File: config.mk
export PLATFORM = sky130hd
export DESIGN_NAME = write_strobe_stretcher
export DESIGN_NICKNAME = d
export VERILOG_FILES = /design/src/rtl/strb_pkg.sv /design/src/rtl/strb_datapath.sv /design/src/rtl/strb_control.sv /design/src/rtl/write_strobe_stretcher.sv
export SDC_FILE = /design/constraint.sdc
export NUM_CORES = 1
export LEC_CHECK = 0
export ABC_AREA = 1
export BUFFER_PORTS_ARGS = -buffer_cell sky130_fd_sc_hd__buf_2
export CAP_MARGIN = 20
export CORE_MARGIN = 2
export CORE_UTILIZATION = 40
export CTS_BUF_LIST = sky130_fd_sc_hd__clkbuf_8
export CTS_CLUSTER_DIAMETER = 40
export DETAILED_ROUTE_END_ITERATION = 10
export HOLD_SLACK_MARGIN = 0.02
export PLACE_DENSITY = 0.56
export SYNTH_ARGS = -nofsm -noshare
export SYNTH_HDL_FRONTEND = slang
export SYNTH_SLANG_ARGS = --single-unit
File: constraint.sdc
create_clock -name clk -period 1.3 [get_ports clk]
set_clock_uncertainty 0.1 [all_clocks]
set_input_delay 0.195 -clock clk [delete_from_list [all_inputs] [get_ports clk]]
set_output_delay 0.195 -clock clk [all_outputs]
set_load 0.01 [all_outputs]
File: src/rtl/strb_pkg.sv
package strb_pkg;

  typedef enum logic [1:0] {
    ST_IDLE  = 2'd0,
    ST_PULSE = 2'd1,
    ST_HOLD  = 2'd2
  } strbState_t;

  // Strobes from the control to the datapath counter
  typedef struct packed {
    logic loadPulse;
    logic loadHold;
    logic dec;
  } strbCtrl_t;

endpackage

File: src/rtl/strb_datapath.sv
module strb_datapath
  import strb_pkg::*;
#(
  parameter int PULSE_CYCLES = 12,
  parameter int HOLD_CYCLES  = 4,
  parameter int SYNC_STAGES  = 2
) (
  input  logic      clk,
  input  logic      rstN,
  input  logic      sysWrN,
  input  logic      csN,
  input  strbCtrl_t ctrl,
  output logic      fallSeen,
  output logic      cntZero
);

  localparam int MAX_LEN = (PULSE_CYCLES > HOLD_CYCLES) ? PULSE_CYCLES : HOLD_CYCLES;
  localparam int CNT_W   = $clog2(MAX_LEN + 1);
  localparam logic [CNT_W-1:0] PULSE_LOAD = CNT_W'(PULSE_CYCLES - 1);
  localparam logic [CNT_W-1:0] HOLD_LOAD  = CNT_W'(HOLD_CYCLES - 1);

  logic                 qualN;
  logic [SYNC_STAGES:0] syncQ;   // synchronizer stages plus one edge-history flop
  logic [CNT_W-1:0]     cnt;

  assign qualN = sysWrN | csN;

  // Synchronizer chain; the last stage is the previous value for edge detection
  for (genvar g = 0; g <= SYNC_STAGES; g++) begin : g_sync
    if (g == 0) begin : g_first
      always_ff @(posedge clk or negedge rstN) begin
        if (!rstN) syncQ[0] <= 1'b1;
        else       syncQ[0] <= qualN;
      end
    end else begin : g_next
      always_ff @(posedge clk or negedge rstN) begin
        if (!rstN) syncQ[g] <= 1'b1;
        else       syncQ[g] <= syncQ[g-1];
      end
    end
  end

  assign fallSeen = syncQ[SYNC_STAGES] & ~syncQ[SYNC_STAGES-1];

  // Down-counter shared by the pulse and hold phases
  always_ff @(posedge clk or negedge rstN) begin
    if (!rstN) begin
      cnt <= '0;
    end else if (ctrl.loadPulse) begin
      cnt <= PULSE_LOAD;
    end else if (ctrl.loadHold) begin
      cnt <= HOLD_LOAD;
    end else if (ctrl.dec && cnt != '0) begin
      cnt <= cnt - 1'b1;
    end
  end

  assign cntZero = (cnt == '0);

  AST_CNT_BOUND: assert property (@(posedge clk) disable iff (!rstN)
    cnt <= PULSE_LOAD || cnt <= HOLD_LOAD);

  AST_LOAD_EXCLUSIVE: assert property (@(posedge clk) disable iff (!rstN)
    !(ctrl.loadPulse && ctrl.loadHold));

endmodule

File: src/rtl/strb_control.sv
module strb_control
  import strb_pkg::*;
#(
  parameter int PULSE_CYCLES = 12,
  parameter int HOLD_CYCLES  = 4
) (
  input  logic      clk,
  input  logic      rstN,
  input  logic      fallSeen,
  input  logic      cntZero,
  output strbCtrl_t ctrl,
  output logic      perWrN,
  output logic      waitReq
);

  localparam int RUN_W = $clog2(PULSE_CYCLES + 2) + 1;

  strbState_t state, stateNext;
  logic       perNext, waitNext;

  always_comb begin
    ctrl      = '0;
    stateNext = state;
    perNext   = perWrN;
    waitNext  = waitReq;
    case (state)
      ST_IDLE: begin
        if (fallSeen) begin
          ctrl.loadPulse = 1'b1;
          stateNext      = ST_PULSE;
          perNext        = 1'b0;
          waitNext       = 1'b1;
        end
      end
      ST_PULSE: begin
        if (cntZero) begin
          ctrl.loadHold = 1'b1;
          stateNext     = ST_HOLD;
          perNext       = 1'b1;
        end else begin
          ctrl.dec = 1'b1;
        end
      end
      ST_HOLD: begin
        if (cntZero) begin
          stateNext = ST_IDLE;
          waitNext  = 1'b0;
        end else begin
          ctrl.dec = 1'b1;
        end
      end
      default: begin
        stateNext = ST_IDLE;
        perNext   = 1'b1;
        waitNext  = 1'b0;
      end
    endcase
  end

  always_ff @(posedge clk or negedge rstN) begin
    if (!rstN) begin
      state   <= ST_IDLE;
      perWrN  <= 1'b1;
      waitReq <= 1'b0;
    end else begin
      state   <= stateNext;
      perWrN  <= perNext;
      waitReq <= waitNext;
    end
  end

  // Length of the current low run of the peripheral strobe, for checking only
  logic [RUN_W-1:0] lowRun;
  always_ff @(posedge clk or negedge rstN) begin
    if (!rstN)        lowRun <= '0;
    else if (!perWrN) lowRun <= lowRun + 1'b1;
    else              lowRun <= '0;
  end

  AST_PULSE_START: assert property (@(posedge clk) disable iff (!rstN)
    (state == ST_IDLE && fallSeen) |=> !perWrN);

  AST_PULSE_LEN: assert property (@(posedge clk) disable iff (!rstN)
    $rose(perWrN) |-> lowRun == RUN_W'(PULSE_CYCLES));

  AST_NO_RETRIGGER: assert property (@(posedge clk) disable iff (!rstN)
    $fell(perWrN) |-> $past(state) == ST_IDLE);

  AST_WAIT_COVERS: assert property (@(posedge clk) disable iff (!rstN)
    !perWrN |-> waitReq);

  AST_HOLD_GAP: assert property (@(posedge clk) disable iff (!rstN)
    $rose(perWrN) |-> waitReq);

endmodule

File: src/rtl/write_strobe_stretcher.sv
module write_strobe_stretcher
  import strb_pkg::*;
#(
  parameter int PULSE_CYCLES = 12,
  parameter int HOLD_CYCLES  = 4,
  parameter int SYNC_STAGES  = 2
) (
  input  logic clk,
  input  logic rstN,
  input  logic sysWrN,
  input  logic csN,
  output logic perWrN,
  output logic waitReq
);

  strbCtrl_t ctrl;
  logic      fallSeen;
  logic      cntZero;

  strb_datapath #(
    .PULSE_CYCLES(PULSE_CYCLES),
    .HOLD_CYCLES (HOLD_CYCLES),
    .SYNC_STAGES (SYNC_STAGES)
  ) i_datapath (
    .clk     (clk),
    .rstN    (rstN),
    .sysWrN  (sysWrN),
    .csN     (csN),
    .ctrl    (ctrl),
    .fallSeen(fallSeen),
    .cntZero (cntZero)
  );

  strb_control #(
    .PULSE_CYCLES(PULSE_CYCLES),
    .HOLD_CYCLES (HOLD_CYCLES)
  ) i_control (
    .clk     (clk),
    .rstN    (rstN),
    .fallSeen(fallSeen),
    .cntZero (cntZero),
    .ctrl    (ctrl),
    .perWrN  (perWrN),
    .waitReq (waitReq)
  );

  AST_CS_GATE: assert property (@(posedge clk) disable iff (!rstN)
    (!waitReq && $past(csN) && $past(csN, 2) && $past(csN, 3)) |=> !$fell(perWrN));

endmodule

==> results of run 1 <==
==> cells by family after synthesis <==
kind of cell	Yosys count
AND/OR/NAND/NOR	43
flip-flops	11
buffers and inverters	10
adder cells (fa/ha/maj)	4
AO/OA/AOI/OAI	1
XOR/XNOR	1
==> synth_stat cells <==
| cell type | instances |
|---|---|
| nand2_4 | 2 |
| dfstp_2 | 4 |
| a31oi_1 | 1 |
| nor2_1 | 2 |
| nor2_4 | 1 |
| inv_1 | 10 |
| nand2_2 | 2 |
| ha_1 | 4 |
| nand3_1 | 7 |
| nand4_1 | 5 |
| nand3_2 | 2 |
| nand3b_1 | 1 |
| nand2_1 | 20 |
| xor2_2 | 1 |
| dfrtp_1 | 7 |
| or2_2 | 1 |
==> layout by cell type, fill, tap and decap left out <==
master         count
nor2_1             2
nand3b_1           1
ha_4               3
nand2_1           18
clkbuf_8           3
a31oi_1            1
ha_2               1
buf_2              5
nor2_4             1
nand2_2            2
nand4_1            5
xor2_2             1
nand3_1            5
buf_4             10
clkinv_2           1
dfrtp_1            7
dlygate4sd3_1      1
inv_2              6
nand3_2            4
inv_1              4
dfstp_2            4
nand2_4            4
or2_2              1
==> state kept, by name, indices dropped and copies added, names as in the netlist <==
| signal | cells |
|---|---|
| i_datapath.cnt | 4 |
| i_datapath.syncQ | 3 |
| i_control.state | 2 |
| i_control.perWrN | 1 |
| i_control.waitReq | 1 |
==> layout make-up <==
cell class                      instances  area (um^2)
Tap cell                               16         20.0
Inverter                               10         37.5
Timing Repair Buffer                   16          110
Clock buffer                            3         41.3
Fill cell                             134          611
Sequential cell                        11          280
Clock inverter                          1         5.00
Multi-Input combinational cell         49          367
==> routing by layer <==
metal	wire length [um]	vias up	share of wire
li1	-	264	-
met1	558	233	0.47
met2	534	8	0.45
met3	55	5	0.046
met4	41	0	0.034
met5	0	-	0
==> through the flow <==
step | power [uW] | worst slack, ps | std cells | setup TNS, ps
6_report | 2400 | 59.2 | 106 | 0
3_5_place_dp | 1820 | -8.39 | 101 | -8.56
5_1_grt | 2610 | -12.4 | 106 | -12.4
2_1_floorplan | 1400 | 31.1 | 70 | 0
4_1_cts | 2230 | 8.82 | 106 | 0
3_3_place_gp | 1810 | -9.38 | 101 | -17.0
==> worst max-delay path, cell delays in order (launching register included) <==
cell	delay, ps
dfrtp_1	380
inv_2	80
ha_4	170
nand2_4	90
nand2_4	120
xor2_2	120
nand2_1	70
==> what timing repair did <==
item | 4_1_cts | 5_1_grt
setup buffers | 0 | 0
setup endpoints to repair | 6 | 8
hold buffers | 1 | 0
pin swaps | 0 | 7
resized for setup | 2 | 16
hold endpoints to repair | 11 | 0
==> worst min-delay path by stage <==
stage	start	endpoint	slack [ps]
5_1_grt	sysWrN	i_datapath.syncQ[0]	30
4_1_cts	sysWrN	i_datapath.syncQ[0]	30
2_1_floorplan	rstN	i_control.state[0]	-200
3_5_place_dp	rstN	i_control.waitReq	-20
6_report	sysWrN	i_datapath.syncQ[0]	40
3_3_place_gp	rstN	i_control.waitReq	-20
==> report_power, final <==
group | internal [uW] | total, uW | switching, uW
Clock | 211 | 352 | 141
Sequential | 488 | 572 | 84.2
Combinational | 690 | 1470 | 782
Total | 1390 | 2400 | 1010
==> flow_summary.ini, run 1 <==
[yosys]
seq_area_frac_synth = 0.453
synthXorXnorAreaFrac = 0.0263
synth_area_leaders = dfrtp_1, dfstp_2, nand2_1
syn_area_per_cell_um2 = 8.85
ys_types = 16
synthSimpleGateAreaFrac = 0.370
syn-num-nets = 78
synth_area_um2 = 619
synth_area_leader_cell = dfrtp_1
synth_cells = 70
synth_top_family_by_area = simple AND/OR/NAND/NOR gates
synth_seq_cells = 11
synthMuxAreaShare = 0
synthAdderAreaFrac = 0.0808
synth_warnings = 0
synth_compound_area_frac = 0.0101
synth_top_area_frac = 0.283

[floorplanning]
coreArea_um2 = 1470
start_util = 0.421
die_h_um = 43.4
die_area_um2 = 1880
placementRows = 14
ioPinCount = 6
die_x_um = 43.4

[power]
irDropWorstVdd_mv = 1.22
p_leak_uw = 0.000442
cellPowerDensity_nw_per_um2 = 2780

[clock_tree]
worstSkewPairLatency_ps = 250
clockRootBuffer = clkbuf_8
clockBufferDepth = 2
cts_made_buffers = 3
h-tree-depth = 1
path_clk_slew_ps = 50
clock-sinks = 11
cts_tree = built

[drt]
ant_nets = 0
drtIter0Drc = 4
vias = 510
drc = 0
drtPass1Iterations = 4
via_per_inst = 4.81
wl_um = 1190
post_drt_wl_per_cell_um = 11.2

[critical_path]
startpoint_type = flop
worstPathArrival_ps = 1270
r2r_cells = 6
critical_path_class = reg2reg
timing.rr.end = i_datapath.cnt[0]
cp-endpoint = i_datapath.cnt[0]
startpoint = i_datapath.cnt[0]
rrSetupSlack_ps = 60
crit_fanout = 5
cp-end-kind = flop
r2r-start = i_datapath.cnt[0]
crit_required_ps = 1330

[grt]
top_usage_layer = met2
globalRouteMet1Util = 0.181
grt_max_degree = 12
grt_usage = 0.146
antenna_found_initial = 0
grt_pass1_wl_um = 1860
grt_use_met2 = 0.191
first_global_vias = 438
grt-ovfl-total = 0
met3_usage = 0.0750

[sta]
slew_viol_final = 0
fin_crit_ps = 1240
worstMarginPinSlew_ps = 250
slew_headroom = 0.834
hold_violations = 0
rsz0062_at_grt = yes
fmax_mhz = 806
setup_violations = 0
min_period_over_period = 0.954
finalHoldWorstSlack_ps = 41.5

[run]
max_cap_violations = 0

[cells_and_area]
final_layout_size_suffix_gt1_frac = 0.511
final_area_um2 = 861
syn_to_final_growth_pct = 39.0
antennaDiodeCount = 0
layout.nets = 99
utilization = 0.585

[place]
dp_hpwl_um = 856
dpl_cell_area_um2 = 742
gp_congestion = 0.781
io_buffer_count = 5

[worst_hold_path]
hp-class = in2reg
min_delay_path_depth = 2

[run_status]
outcome = complete, no violations
No activity file was read; power rests on OpenSTA's default activity.
==> run 2: changes to the inputs <==
Settings changed: GPL_TIMING_DRIVEN from default to 0, SYNTH_HIERARCHICAL from default to 1.
==> run 2 against run 1 <==
The flow now finishes with violations (negative setup slack). Clock-buffer cell count unchanged. Critical path type unchanged. Hold slack improved by 3.3 ps. Worst setup slack got worse by 180 ps. Via count increased by 16%. Register-to-register slack got worse by 180 ps. Design area increased by 11%. Die area increased by 6.9%.
==> flow_summary.ini, run 2 <==
[run_status]
outcome = finished, violations left
violations = negative setup slack

[sta]
fmax_mhz = 702
hold_violations = 0
slew_viol_final = 0
fin_crit_ps = 1430
rsz0062_at_grt = yes
fin_setup_tns_ps = -420
worstMarginPinSlew_ps = 251
min_period_over_period = 1.10
fin_ws_ps = -125
slew_headroom = 0.833
setup_violations = 4

[drt]
vias = 592
via_per_inst = 5.02
ant_nets = 0
drtPass1Iterations = 5
drc = 0
drtIter0Drc = 18
wl_um = 1370
post_drt_wl_per_cell_um = 11.6

[cells_and_area]
final_area_um2 = 957
final_cell_mix = nand2_1, buf_4, inv_2
final_common_cell = nand2_1
largest_register_ffs = 4
layout.nets = 114
final_layout_size_suffix_gt1_frac = 0.529
utilization = 0.621
largest_register = i_datapath/cnt
largestRegisters = i_datapath/cnt x4, i_datapath/syncQ x3, i_control/state x2
syn_to_final_growth_pct = 43.5
antennaDiodeCount = 0

[grt]
grt_max_degree = 12
first_global_vias = 589
grt_pass1_wl_um = 2340
grt_usage = 0.159
antenna_found_initial = 0
grt-ovfl-total = 0

[power]
p_leak_uw = 0.000494
cellPowerDensity_nw_per_um2 = 2610
irDropWorstVdd_mv = 1.24

[yosys]
seq_area_frac_synth = 0.420
synth_warnings = 6
syn-num-nets = 92
ys_types = 17
synth_cells = 81
ys_top_cells_by_count = nand2_1, inv_1, nand3_1
synth_seq_cells = 11
synth_edf_count = 0
synth_area_leaders = dfrtp_1, dfstp_2, ha_1
synth_area_um2 = 667
synth_top_flop_cell = dfrtp_1
async_flop_share = 1.00
synth_top_area_frac = 0.263
yosysMostFrequentCell = nand2_1
synth_area_leader_cell = dfrtp_1
syn_area_per_cell_um2 = 8.23

[critical_path]
worstPathArrival_ps = 1440
cp_common_cell = inv_2
startpoint_type = flop
cp-end-kind = flop
r2r_cells = 10
crit_fanout = 3
crit_slowest_cell = dfrtp_1
path_cells = inv_2 -> ha_4 -> nand2_4 -> inv_6 -> nand2_2 -> inv_2 -> inv_2 -> nand2_1 -> o21bai_1 -> o21bai_1
crit_required_ps = 1310
critical_path_class = reg2reg
critPathMaxStageDelay_ps = 390

[clock_tree]
clock-sinks = 11
cts_made_buffers = 3
cts_tree = built
worstSkewPairLatency_ps = 230
clockBufferDepth = 2
path_clk_slew_ps = 50
clockRootBuffer = clkbuf_8
h-tree-depth = 1

[floorplanning]
die_h_um = 44.8
die_area_um2 = 2010
start_util = 0.433
ioPinCount = 6
coreArea_um2 = 1540
placementRows = 14
die_x_um = 44.8

[place]
place_ws_ps = -164
gp_congestion = 0.744
io_buffer_count = 5
dpl_cell_area_um2 = 739
dp_hpwl_um = 845

[worst_hold_path]
hp-class = in2reg
min_delay_path_depth = 2

[run]
max_cap_violations = 0
-- run 2: cell types whose count changed after synthesis, sizes merged --
cell and delta:
nor2 +3, nand3 +2, xor2 -1, inv +5
o21ai +1, nand3b +1, nand4 -4, ha +3
o21bai +2, nand2 -1
-- run 2: final timing paths --
check	from	end	slack, ps
min in group asynchronous	rstN	i_control/waitReq	270
hold / removal	sysWrN	i_datapath/syncQ[0]	40
setup reg to reg	i_datapath/cnt[1]	i_datapath/cnt[3]	-130
max in group asynchronous	rstN	i_datapath/syncQ[0]	570
setup / recovery	i_datapath/cnt[1]	i_datapath/cnt[3]	-130
hold reg to reg	i_datapath/syncQ[0]	i_datapath/syncQ[1]	250
-- run 2: metal layers --
metal | part of all wire | routed length [um] | track usage
met5 | 0 | 0 | 0
met4 | 0.0044 | 6 | 0.0353
met3 | 0.030 | 41 | 0.0600
met2 | 0.51 | 694 | 0.272
met1 | 0.46 | 627 | 0.191
-- run 2: critical path: cells and delay by family (launching register included) --
| kind | cells | cell delay, ps |
|---|---|---|
| and+or+nand+nor | 3 | 160 |
| AOI/OAI and AO/OA | 2 | 220 |
| adders and majority gates | 1 | 150 |
| buffers and inverters | 4 | 290 |
| DFF | 1 | 390 |
-- run 2: metrics by stage --
stage               instances  hold WS (ps)  power (uW)
global route              118          37.9        2740
detailed placement        102         -22.5        1660
global placement          102         -25.2        1630
CTS                       115          38.1        2300
finish                    118          44.8        2500
floorplan                  81          -201        1450
-- run 2: power breakdown --
part / total, uW / switching, uW / leakage [uW] / internal [uW]
clock network: 331 / 122 / 0.0000255 / 210
logic: 1570 / 836 / 0.000340 / 736
registers: 592 / 103 / 0.000129 / 490
total: 2500 / 1060 / 0.000494 / 1440
-- run 2: area by class of cell --
type / count / area [um^2]
fillers: 136 / 584
multi-input cells: 55 / 429
flip-flops and latches: 11 / 280
repair buffers: 17 / 118
inverters: 15 / 63.8
clock buffers: 3 / 41.3
well taps: 16 / 20.0
clock inverters: 1 / 5.00
-- run 2: cells by family (layout without fill, tap and decap cells) --
group | Yosys count | count (layout) | share of synthesized area
AND/OR/NAND/NOR | 44 | 44 | 0.325
AO/OA/AOI/OAI | 4 | 4 | 0.0394
flip-flops | 11 | 11 | 0.420
adder cells (fa/ha/maj) | 7 | 7 | 0.131
buffers and inverters | 15 | 36 | 0.0844
-- run 2: repair_timing --
item / CTS / global route
hold buffers: 1 / 0
setup buffers: 8 / 3
pin swaps: 5 / 5
gates resized for setup: 12 / 10
endpoints found under the setup margin: 7 / 8
endpoints found under the hold margin: 11 / 0
